==> src/rtl/xdma_chan.sv <==
module xdma_chan #(
  parameter int AW = 32,
  parameter int CW = 16,
  parameter int DW = 32
) (
  input  logic          clk,
  input  logic          rst_n,
  input  logic          cfg_we,
  input  logic [2:0]    cfg_addr,
  input  logic [31:0]   cfg_wdata,
  output logic [31:0]   cfg_rdata,
  input  logic          req,
  output logic [AW-1:0] bus_addr,
  output logic          bus_rd,
  output logic          bus_wr,
  output logic [DW/8-1:0] bus_be,
  output logic [DW-1:0] bus_wdata,
  input  logic [DW-1:0] bus_rdata,
  output logic          ack_n,
  output logic          tend
);
  localparam int BEW = DW / 8;

  typedef enum logic [1:0] {ST_IDLE, ST_SGL, ST_RD, ST_WR} st_t;
  st_t st;

  logic [AW-1:0] src_q, dst_q;
  logic [CW-1:0] cnt_q;
  logic [DW-1:0] data_q;
  logic en_q, sgl_q, dir_q, tde_q, done_q;
  logic [1:0] sstep_q, dstep_q, sz_q;

  wire idle    = (st == ST_IDLE);
  wire cfg_ok  = cfg_we && idle;
  wire cnt_nz  = (cnt_q != '0);
  wire start   = idle && !cfg_we && en_q && req && cnt_nz;
  wire zstop   = idle && !cfg_we && en_q && !cnt_nz;
  wire fin     = (st == ST_SGL) || (st == ST_WR);
  wire last    = (cnt_q == CW'(1));
  wire upd_src = fin && (!sgl_q || !dir_q);
  wire upd_dst = fin && (!sgl_q || dir_q);

  logic [AW-1:0] nb;
  always_comb begin
    case (sz_q)
      2'd0:    nb = AW'(1);
      2'd1:    nb = AW'(2);
      default: nb = AW'(4);
    endcase
  end

  function automatic logic [AW-1:0] step_a(input logic [AW-1:0] a, input logic [1:0] c,
                                           input logic [AW-1:0] n);
    case (c)
      2'd1:    return a + n;
      2'd2:    return a - n;
      default: return a;
    endcase
  endfunction

  function automatic logic [BEW-1:0] be_of(input logic [1:0] lo, input logic [1:0] sz);
    case (sz)
      2'd0:    return BEW'(1) << lo;
      2'd1:    return BEW'(3) << {lo[1], 1'b0};
      default: return BEW'(4'hF);
    endcase
  endfunction

  always_ff @(posedge clk) begin
    if (!rst_n) begin
      st      <= ST_IDLE;
      src_q   <= '0;
      dst_q   <= '0;
      cnt_q   <= '0;
      data_q  <= '0;
      en_q    <= 1'b0;
      sgl_q   <= 1'b0;
      dir_q   <= 1'b0;
      tde_q   <= 1'b0;
      done_q  <= 1'b0;
      sstep_q <= 2'd0;
      dstep_q <= 2'd0;
      sz_q    <= 2'd0;
    end else begin
      if (cfg_ok) begin
        case (cfg_addr)
          3'd0: src_q <= cfg_wdata[AW-1:0];
          3'd1: dst_q <= cfg_wdata[AW-1:0];
          3'd2: cnt_q <= cfg_wdata[CW-1:0];
          3'd3: begin
            en_q    <= cfg_wdata[0];
            sgl_q   <= cfg_wdata[1];
            dir_q   <= cfg_wdata[2];
            tde_q   <= cfg_wdata[3];
            sstep_q <= cfg_wdata[5:4];
            dstep_q <= cfg_wdata[7:6];
            sz_q    <= cfg_wdata[9:8];
            done_q  <= 1'b0;
          end
          default: ;
        endcase
      end
      if (zstop) begin
        en_q   <= 1'b0;
        done_q <= 1'b1;
      end
      case (st)
        ST_IDLE: if (start) st <= sgl_q ? ST_SGL : ST_RD;
        ST_RD: begin
          data_q <= bus_rdata;
          st     <= ST_WR;
        end
        default: st <= ST_IDLE;
      endcase
      if (fin) begin
        cnt_q <= cnt_q - CW'(1);
        if (last) begin
          en_q   <= 1'b0;
          done_q <= 1'b1;
        end
      end
      if (upd_src) src_q <= step_a(src_q, sstep_q, nb);
      if (upd_dst) dst_q <= step_a(dst_q, dstep_q, nb);
    end
  end

  always_comb begin
    case (st)
      ST_SGL:  bus_addr = dir_q ? dst_q : src_q;
      ST_RD:   bus_addr = src_q;
      ST_WR:   bus_addr = dst_q;
      default: bus_addr = '0;
    endcase
  end

  assign bus_rd    = (st == ST_RD) || ((st == ST_SGL) && !dir_q);
  assign bus_wr    = (st == ST_WR) || ((st == ST_SGL) && dir_q);
  assign bus_be    = idle ? '0 : be_of(bus_addr[1:0], sz_q);
  assign bus_wdata = (st == ST_WR) ? data_q : '0;
  assign ack_n     = (st != ST_SGL);
  assign tend      = tde_q && last && fin;

  always_comb begin
    case (cfg_addr)
      3'd0:    cfg_rdata = 32'(src_q);
      3'd1:    cfg_rdata = 32'(dst_q);
      3'd2:    cfg_rdata = 32'(cnt_q);
      3'd3:    cfg_rdata = {22'd0, sz_q, dstep_q, sstep_q, tde_q, dir_q, sgl_q, en_q};
      3'd4:    cfg_rdata = {30'd0, done_q, !idle};
      default: cfg_rdata = '0;
    endcase
  end

  p_ack_one_r1: assert property (@(posedge clk) disable iff (!rst_n)
    !ack_n |=> ack_n);
  p_back_idle_r1: assert property (@(posedge clk) disable iff (!rst_n)
    (bus_wr || (bus_rd && !ack_n)) |=> !(bus_rd || bus_wr));
  p_strobe_excl_r2: assert property (@(posedge clk) disable iff (!rst_n)
    !(bus_rd && bus_wr));
  p_ack_mem_r4: assert property (@(posedge clk) disable iff (!rst_n)
    !ack_n |-> (bus_rd || bus_wr));
  p_tend_gate_r5: assert property (@(posedge clk) disable iff (!rst_n)
    tend |-> (tde_q && (bus_rd || bus_wr)));
  p_dual_order_r6: assert property (@(posedge clk) disable iff (!rst_n)
    (bus_rd && ack_n) |=> (bus_wr && ack_n));
  p_cnt_step_r7: assert property (@(posedge clk) disable iff (!rst_n)
    ((cnt_q != $past(cnt_q)) && !$past(cfg_ok)) |-> (cnt_q == $past(cnt_q) - CW'(1)));
  p_busy_hold_r10: assert property (@(posedge clk) disable iff (!rst_n)
    (!idle && cfg_we && cfg_addr == 3'd2 && !fin) |=> $stable(cnt_q));
endmodule

==> config.mk <==
export PLATFORM = sky130hd
export DESIGN_NAME = xdma_chan
export DESIGN_NICKNAME = d
export VERILOG_FILES = /design/src/rtl/xdma_chan.sv
export SDC_FILE = /design/constraint.sdc
export NUM_CORES = 1
export LEC_CHECK = 0
export BUFFER_PORTS_ARGS = -buffer_cell sky130_fd_sc_hd__buf_2
export CORE_MARGIN = 2
export CORE_UTILIZATION = 35
export CTS_CLUSTER_DIAMETER = 30
export CTS_CLUSTER_SIZE = 30
export DETAILED_ROUTE_END_ITERATION = 12
export SYNTH_ARGS = -nofsm -noshare
export SYNTH_HDL_FRONTEND = slang
export SYNTH_SLANG_ARGS = --single-unit
==> constraint.sdc <==
create_clock -name clk -period 6 [get_ports clk]
set_input_delay 0.9 -clock clk [delete_from_list [all_inputs] [get_ports clk]]
set_output_delay 0.9 -clock clk [all_outputs]
set_load 0.1 [all_outputs]
==> results of run 1 <==
## layout make-up
type / count / share of cell area, %
clock buffer: 17 / 3.54
clock inverter: 15 / 1.59
inverter: 27 / 0.842
multi-input combinational: 1136 / 60.9
sequential: 125 / 20.8
tap: 384 / 3.99
timing repair buffer: 191 / 8.32
## layer usage
metal	vias to the layer above	routed length (um)
li1	5238	-
met1	5111	16400
met2	378	16500
met3	64	2300
met4	0	960
met5	-	0
## cell usage in the layout, fill, tap and decap left out, types with 17 or more instances in the layout
cell type	instances
o211a_1	26
inv_1	27
mux2i_1	20
a21oi_1	151
nor3_1	22
a21o_1	28
nand3_1	27
o211ai_1	36
nand2_1	263
a21boi_0	43
xor2_1	26
nor2_1	62
buf_4	18
buf_2	173
dfxtp_1	124
nor2b_1	38
o21ai_0	55
clkbuf_16	17
and3_1	45
ha_1	64
xnor2_1	31
## critical path: stages, from the launching register on
cell and delay, ps:
dfxtp_2 320, buf_4 520, o21ai_2 100, buf_4 270, inv_1 120, buf_4 350, a22oi_1 270, inv_1 160
a21oi_1 80, nor2_1 130, buf_2 440
## worst paths after layout
kind | from | endpoint | slack (ps) | cells after the start
min reg2reg | data_q[31]$_SDFFE_PN0P_ | data_q[31]$_SDFFE_PN0P_ | 460 | 2
max reg2reg | dstep_q[0]$_SDFFE_PN0P_ | dst_q[31]$_SDFFE_PN0P_ | 2030 | 12
min | data_q[31]$_SDFFE_PN0P_ | data_q[31]$_SDFFE_PN0P_ | 460 | 2
max | st[0]$_SDFFE_PN0P_ | bus_be[2] | 1880 | 10
## per-stage QoR
stage | total power [mW] | area (sq um) | utilization [%] | worst slack [ps] | hold slack (ps)
3_5_place_dp | 1.16 | 11400 | 39.7 | 2040 | 455
3_3_place_gp | 1.16 | 11400 | 39.7 | 2100 | 448
4_1_cts | 2.25 | 12000 | 41.8 | 1940 | 466
5_1_grt | 2.32 | 12000 | 41.8 | 1680 | 482
2_1_floorplan | 1.07 | 10300 | - | 433 | 439
6_report | 2.25 | 12000 | 41.8 | 1880 | 462
## power groups by stage
stage	combinational (mW)	sequential, mW	clock, mW
4_1_cts	0.271	0.875	1.11
6_report	0.274	0.876	1.10
5_1_grt	0.298	0.877	1.15
3_5_place_dp	0.270	0.894	0
3_3_place_gp	0.268	0.893	0
2_1_floorplan	0.188	0.881	0
## cells by family after synthesis
family / count (synthesis)
flops: 125
mux: 28
compound gates: 468
buf+inv: 118
fa+ha+maj: 66
xor+xnor: 57
simple gates: 517
## registers in the layout (all words and copies together), names as in the netlist, 2 cells and up
| register | cells |
|---|---|
| dst_q | 32 |
| sz_q | 2 |
| cnt_q | 16 |
| dstep_q | 2 |
| data_q | 32 |
| st | 2 |
| src_q | 32 |
| sstep_q | 2 |
==> flow_metrics.tcl, run 1 <==
set metrics [dict create \
    fin_crit_sh_pct 68.7 \
    p_switching_uw 700 \
    cts_sinks 125 \
    clkLatencyLatePin_ps 430 \
    hp-class "reg2reg" \
    ys_ff_latch 125 \
    grt_pass1_vias 9937 \
    power_density_nw_per_um2 187 \
    die_h_um 175 \
    synth_top_cells_by_count "nand2_1, a21oi_1, dfxtp_1" \
    synth.distinct_cells 74 \
    nFillCells 2949 \
    synth-main-ff-cell "dfxtp_1" \
    dp_hpwl_mm 26.5 \
    grt_max_degree 94 \
    grt.busiest_layer "met2" \
    drtIter0Drc 1126 \
    cp-start-kind "flop" \
    syn_inst 1379 \
    synth_fp_nets 1516 \
    track_usage_pct 23.1 \
    wl_per_cell_um 19.1 \
    die_x_um 175 \
    ys_seq_area_share_pct 24.4 \
    grt_use_met2_pct 36.9 \
    synth.area.top_cells "dfxtp_1, nand2_1, ha_1" \
    netlist_area_sq_um 10300 \
    crit_path_max_fanout 66 \
    synth-simple-area-share_pct 23.3 \
    multi_input_area_sq_um 7330 \
    syn2layout_area_growth_pct 17.4 \
    arrival_ps 3220 \
    clkTransAtPathRegs_ps 60 \
    grt_pass1_wl_mm 56.8 \
    path_class "reg2out" \
    status "completed" \
    rows 62 \
    maxCapViolations 0 \
    synthXorXnorAreaFrac_pct 4.87 \
    worstSetupEndpointType "primary output" \
    synth_top_cell_by_area "dfxtp_1" \
    synth_top_family_by_area "compound AO/OA/AOI/OAI gates" \
    hold_viol 0 \
    p_seq_share_pct 39.0 \
    routed_wl_mm 36.2 \
    swShare_pct 31.2 \
    drc 0 \
    avgSynthCellArea_sq_um 7.43 \
    synth-compound-area-share_pct 31.2 \
    regArea_sq_um 2500 \
    tightest_slew_ps 1220 \
    gpl.final_weighted_congestion 0.911 \
    p_comb_share_pct 12.2 \
    period_minus_slack_ps 4120 \
    async_flop_share_pct 0 \
    drive_above_1_share_pct 17.7 \
    dpl.cell_count 1863 \
    grt_use_met1_pct 32.4 \
    yosysWarnings 0 \
    h-tree-depth 4 \
    pwr-share-clk_pct 48.8 \
    cts_resized 0 \
    initial_core_util_pct 35.6 \
    insertedDiodeCount 0 \
    synth_mux_area_share_pct 3.71 \
    postRouteAntennaNets 0 \
    postCtsSetupRepairBufs 0 \
    synth-edff-count 0 \
    grt_util_met3_pct 2.94 \
    fmax_ghz 0.243 \
    io_buffers 174 \
    drt-vias-per-instance 5.69 \
    synth_fa_ha_area_share_pct 8.20 \
    slew_headroom_pct 18.4 \
    intPower_mw 1.55 \
    required_ps 5100 \
    report.final.slew_viol_count 0 \
    setup_tns_ps 0 \
    clockBufferDepth 2 \
    finalSetupViolations 0 \
    cts_made_buffers 17 \
    power_leakage_nw 5.60 \
    yosysTopAreaCellShare_pct 24.4 \
    dr.pass1.iters 5 \
    ir_drop_v 0.000139 \
    instances_no_fill 1895 \
    tritoncts "yes" \
    cts_hold_buffers 0 \
    skew_ps 14.6 \
    io_pins 175 \
    rsz0062_at_grt "false" \
    grt_antenna_before_repair 0 \
    yosysMostFrequentCell "nand2_1" \
    clock-root-buffer "clkbuf_16" \
    vias 10800 \
    grt-ovfl-total 0 \
    finalNetCount 1635 \
    core-area_sq_um 28800 \
    die_area_sq_um 30700 \
]
(Power assumes the default switching activity.)
==> run 2, diff against run 1 <==
- clock period: 6 -> 3.55 ns (I/O delays scaled with it)
==> flow_metrics.tcl, run 2 (synthesized netlist as in run 1, its figures left out) <==
set metrics [dict create \
    skew_ps 11.8 \
    worstSetupEndpointType "primary output" \
    crit_path_cell_trace "nand2b_1 -> o21ai_4 -> a22oi_1 -> clkinvlp_4 -> a21oi_1 -> nor2_4 -> buf_12" \
    drt-vias-per-instance 5.65 \
    critPathBufInv 2 \
    dr.pass1.iters 6 \
    mostFrequentLayoutCells "nand2_1, a21oi_1, dfxtp_1, buf_2, ha_1" \
    cp-start-kind "flop" \
    setup_tns_ps 0 \
    cts_hold_buffers 0 \
    clock-root-buffer "clkbuf_16" \
    grt-ovfl-total 0 \
    fmax_ghz 0.296 \
    clkLatencyLatePin_ps 440 \
    multi_input_area_sq_um 7410 \
    initial_core_util_pct 35.6 \
    maxCapViolations 0 \
    clockBufferDepth 2 \
    drtIter0Drc 1016 \
    arrival_ps 2850 \
    die_x_um 175 \
    finalNetCount 1669 \
    insertedDiodeCount 0 \
    p_seq_share_pct 38.6 \
    die_area_sq_um 30700 \
    period_minus_slack_ps 3380 \
    dp_hpwl_mm 27.8 \
    dpl.cell_count 1894 \
    power_leakage_nw 5.91 \
    cts_made_buffers 17 \
    slew_headroom_pct 50.3 \
    timing.hold.ws_ps 334 \
    swShare_pct 31.2 \
    hp-class "in2reg" \
    grt_antenna_before_repair 0 \
    grt_pass1_vias 10100 \
    h-tree-depth 4 \
    routed_wl_mm 36.8 \
    drive_above_1_share_pct 20.6 \
    required_ps 3020 \
    crit_path_max_fanout 42 \
    fin_ws_ps 169 \
    cp_top_family "compound AO/OA/AOI/OAI gates" \
    grt_max_degree 69 \
    slowest_delay_ps 810 \
    io_buffers 174 \
    wl_per_cell_um 19.1 \
    finalSetupViolations 0 \
    instances_no_fill 1929 \
    drc 0 \
    regArea_sq_um 2500 \
    pwr-share-clk_pct 48.4 \
    path_class "reg2out" \
    report.final.slew_viol_count 0 \
    nFillCells 2838 \
    io_pins 175 \
    die_h_um 175 \
    postRouteAntennaNets 0 \
    reg_top3 "data_q x32, dst_q x32, src_q x32" \
    cts_sinks 125 \
    place_ws_ps 148 \
    status "completed" \
    clkTransAtPathRegs_ps 70 \
    tritoncts "yes" \
    core-area_sq_um 28800 \
    slowest_stage "dfxtp_2" \
    power_mw 3.83 \
    power_density_nw_per_um2 291 \
    p_switching_mw 1.19 \
    p_comb_share_pct 13.0 \
    vias 10900 \
    track_usage_pct 23.6 \
    gpl.final_weighted_congestion 0.913 \
    rows 62 \
    ir_drop_v 0.000242 \
    syn2layout_area_growth_pct 28.4 \
    grt_pass1_wl_mm 57.4 \
    final_common_cell "nand2_1" \
    intPower_mw 2.64 \
    fin_crit_sh_pct 95.2 \
    tightest_slew_ps 746 \
    hold_viol 0 \
]
-- run 2: changes by cell type in the layout (fill, tap and decap cells not counted), sizes merged --
cell and change:
buf +34, clkinv -3, clkinvlp +2, inv +1
-- run 2: final timing paths --
kind,start,endpoint,slack [ps],cells after the start
max,st[0]$_SDFFE_PN0P_,bus_be[3],170,7
min reg2reg,data_q[4]$_SDFFE_PN0P_,data_q[4]$_SDFFE_PN0P_,460,2
max reg2reg,sz_q[1]$_SDFFE_PN0P_,dst_q[20]$_SDFFE_PN0P_,190,13
min,bus_rdata[16],data_q[16]$_SDFFE_PN0P_,330,3
-- run 2: routing by layer --
layer  track usage, %  routed length (um)
met5                0                   0
met4             8.65                1080
met3             2.61                2180
met2             38.2               17000
met1             32.3               16500
-- run 2: stage by stage --
step,util [%],cell area (sq um)
after floorplan,-,10300
after global routing,45.7,13200
after global placement,43.5,12500
after CTS,45.6,13100
after detailed placement,43.5,12500
final,45.7,13200
-- run 2: timing repair --
item / 4_1_cts / 5_1_grt
gates resized for setup: 0 / 3
setup buffers: 0 / 3
setup endpoints to repair: 0 / 13
hold endpoints to repair: 0 / 0
-- run 2: area by class of cell --
class / count / area share [%]
well taps: 384 / 3.65
multi-input cells: 1136 / 56.3
clock buffers: 17 / 3.23
flip-flops and latches: 125 / 19.0
clock inverters: 15 / 1.38
inverters: 27 / 0.827
repair buffers: 225 / 15.6
-- run 2: tightest hold or removal path, stage by stage --
cell,delay [ps]
buf_2,90
nand2_1,40
a21boi_0,60
-- run 2: power by group through the flow --
| stage | registers [mW] | clock network, mW | logic [mW] |
|---|---|---|---|
| finish | 1.48 | 1.85 | 0.498 |
| global placement | 1.51 | 0 | 0.485 |
| CTS | 1.47 | 1.86 | 0.492 |
| detailed placement | 1.51 | 0 | 0.489 |
| floorplan | 1.49 | 0 | 0.320 |
| global route | 1.48 | 1.93 | 0.541 |
==> run 3, diff against run 2 <==
- CAP_MARGIN: unset -> 10
- CORE_ASPECT_RATIO: unset -> 1.4
- CORE_UTILIZATION: 35 -> 31
==> flow_metrics.tcl, run 3 (synthesized netlist as in run 1, its figures left out) <==
set metrics [dict create \
    status "completed" \
    finalNetCount 1666 \
    drtIter0Drc 701 \
    gpl.final_weighted_congestion 0.973 \
    power_mw 3.85 \
    place_ws_ps 91.7 \
    core-area_sq_um 32500 \
    slew_headroom_pct 46.3 \
    cp-start-kind "flop" \
    drive_above_1_share_pct 21.0 \
    io_pins 175 \
    skew_ps 12.4 \
    timing.hold.ws_ps 339 \
    fmax_ghz 0.301 \
    io_buffers 174 \
    track_usage_pct 22.1 \
    clkTransAtPathRegs_ps 70 \
    critPathBufInv 2 \
    dpl.cell_count 1943 \
    finalSetupViolations 0 \
    instances_no_fill 1982 \
    die_area_sq_um 34600 \
    clkLatencyLatePin_ps 430 \
    path_class "reg2reg" \
    power_density_nw_per_um2 290 \
    maxCapViolations 0 \
    postRouteAntennaNets 0 \
    hp-class "in2reg" \
    ir_drop_v 0.000293 \
    required_ps 3910 \
    final_common_cell "nand2_1" \
    drt-vias-per-instance 5.63 \
    die_h_um 219 \
    final_util_pct 40.9 \
    clock-root-buffer "clkbuf_16" \
    grt-ovfl-total 0 \
    syn2layout_area_growth_pct 29.6 \
    grt_antenna_before_repair 0 \
    fin_crit_sh_pct 93.5 \
    rsz0062_at_grt "false" \
    period_minus_slack_ps 3320 \
    crit_path_max_fanout 6 \
    slowest_delay_ps 470 \
    grt_pass1_wl_mm 59.5 \
    crit_path_cell_trace "nand2b_4 -> clkinvlp_4 -> buf_4 -> ha_1 -> o211a_1 -> o31ai_1 -> a21oi_1 -> a311o_1 -> a31oi_2 -> o31ai_1 -> a41oi_1 -> xor2_1 -> a21oi_1" \
    dp_hpwl_mm 29.2 \
    report.final.slew_viol_count 0 \
    rows 78 \
    tritoncts "yes" \
    slowest_stage "o31ai_1" \
    arrival_ps 3680 \
    clockBufferDepth 2 \
    routed_wl_mm 38.5 \
    h-tree-depth 4 \
    tightest_slew_ps 801 \
    cts_made_buffers 17 \
    cp_top_family "compound AO/OA/AOI/OAI gates" \
    fin_ws_ps 231 \
    cts_sinks 125 \
    wl_per_cell_um 19.4 \
    die_x_um 158 \
    dr.pass1.iters 5 \
    grt_pass1_vias 10600 \
    reg_top3 "data_q x32, dst_q x32, src_q x32" \
    worstSetupEndpointType "flop" \
    power_leakage_nw 5.91 \
    hold_viol 0 \
    vias 11200 \
    initial_core_util_pct 31.5 \
    drc 0 \
    grt_max_degree 45 \
    nFillCells 3296 \
    insertedDiodeCount 0 \
    mostFrequentLayoutCells "nand2_1, a21oi_1, dfxtp_1, buf_2, ha_1" \
]
==> run 3: cell count changes in the layout (fill, tap and decap cells not counted), sizes merged <==
cell,previous run,this run
inv,36,29
buf,225,221
clkinvlp,3,6
bufinv,1,3
clkinv,2,4
clkbuf,17,18
==> run 3: worst paths after layout <==
path	startpoint	depth (start not counted)	slack (ps)	end
worst max-delay path	dstep_q[0]$_SDFFE_PN0P_	13	230	dst_q[29]$_SDFFE_PN0P_
worst min register to register	data_q[26]$_SDFFE_PN0P_	2	460	data_q[26]$_SDFFE_PN0P_
worst max register to register	dstep_q[0]$_SDFFE_PN0P_	13	230	dst_q[29]$_SDFFE_PN0P_
worst min-delay path	bus_rdata[10]	3	340	data_q[10]$_SDFFE_PN0P_
==> run 3: repair_timing <==
| action | 4_1_cts | 5_1_grt |
|---|---|---|
| gates resized for setup | 0 | 17 |
| hold buffers | 0 | 0 |
| hold endpoints to repair | 0 | 0 |
| setup buffers | 0 | 6 |
| setup endpoints to repair | 0 | 12 |
==> run 3: worst min-delay path, stage by stage <==
cell and delay, ps:
buf_2 90, nand2_1 40, a21boi_0 60
==> run 3: report_power, final <==
part | switching [mW] | internal [mW]
Sequential | 0.0479 | 1.43
Clock | 0.747 | 1.12
Combinational | 0.317 | 0.186
Total | 1.11 | 2.74
==> run 3: stage by stage <==
stage | TNS [ps] | cell area, sq um
after global placement | 0 | 12600
after CTS | 0 | 13200
after floorplan | -132 | 10300
final | 0 | 13300
after global routing | 0 | 13300
after detailed placement | 0 | 12600
==> run 3: layout make-up <==
class	count	area [sq um]	share of cell area [%]
clock buffer	18	429	3.23
clock inverter	14	185	1.39
inverter	27	109	0.819
multi-input combinational	1136	7470	56.2
sequential	125	2500	18.8
tap	440	551	4.14
timing repair buffer	221	2030	15.3
timing repair inverter	1	7.51	0.0565
==> run 3: layer usage <==
layer / global-route usage, % / wire length (um) / vias up / part of all wire, %
li1: - / - / 5316 / -
met1: 26.9 / 15700 / 5237 / 41
met2: 37.3 / 18300 / 507 / 47
met3: 4.25 / 2710 / 100 / 7.0
met4: 9.91 / 1830 / 0 / 4.7
met5: 0 / 0 / - / 0
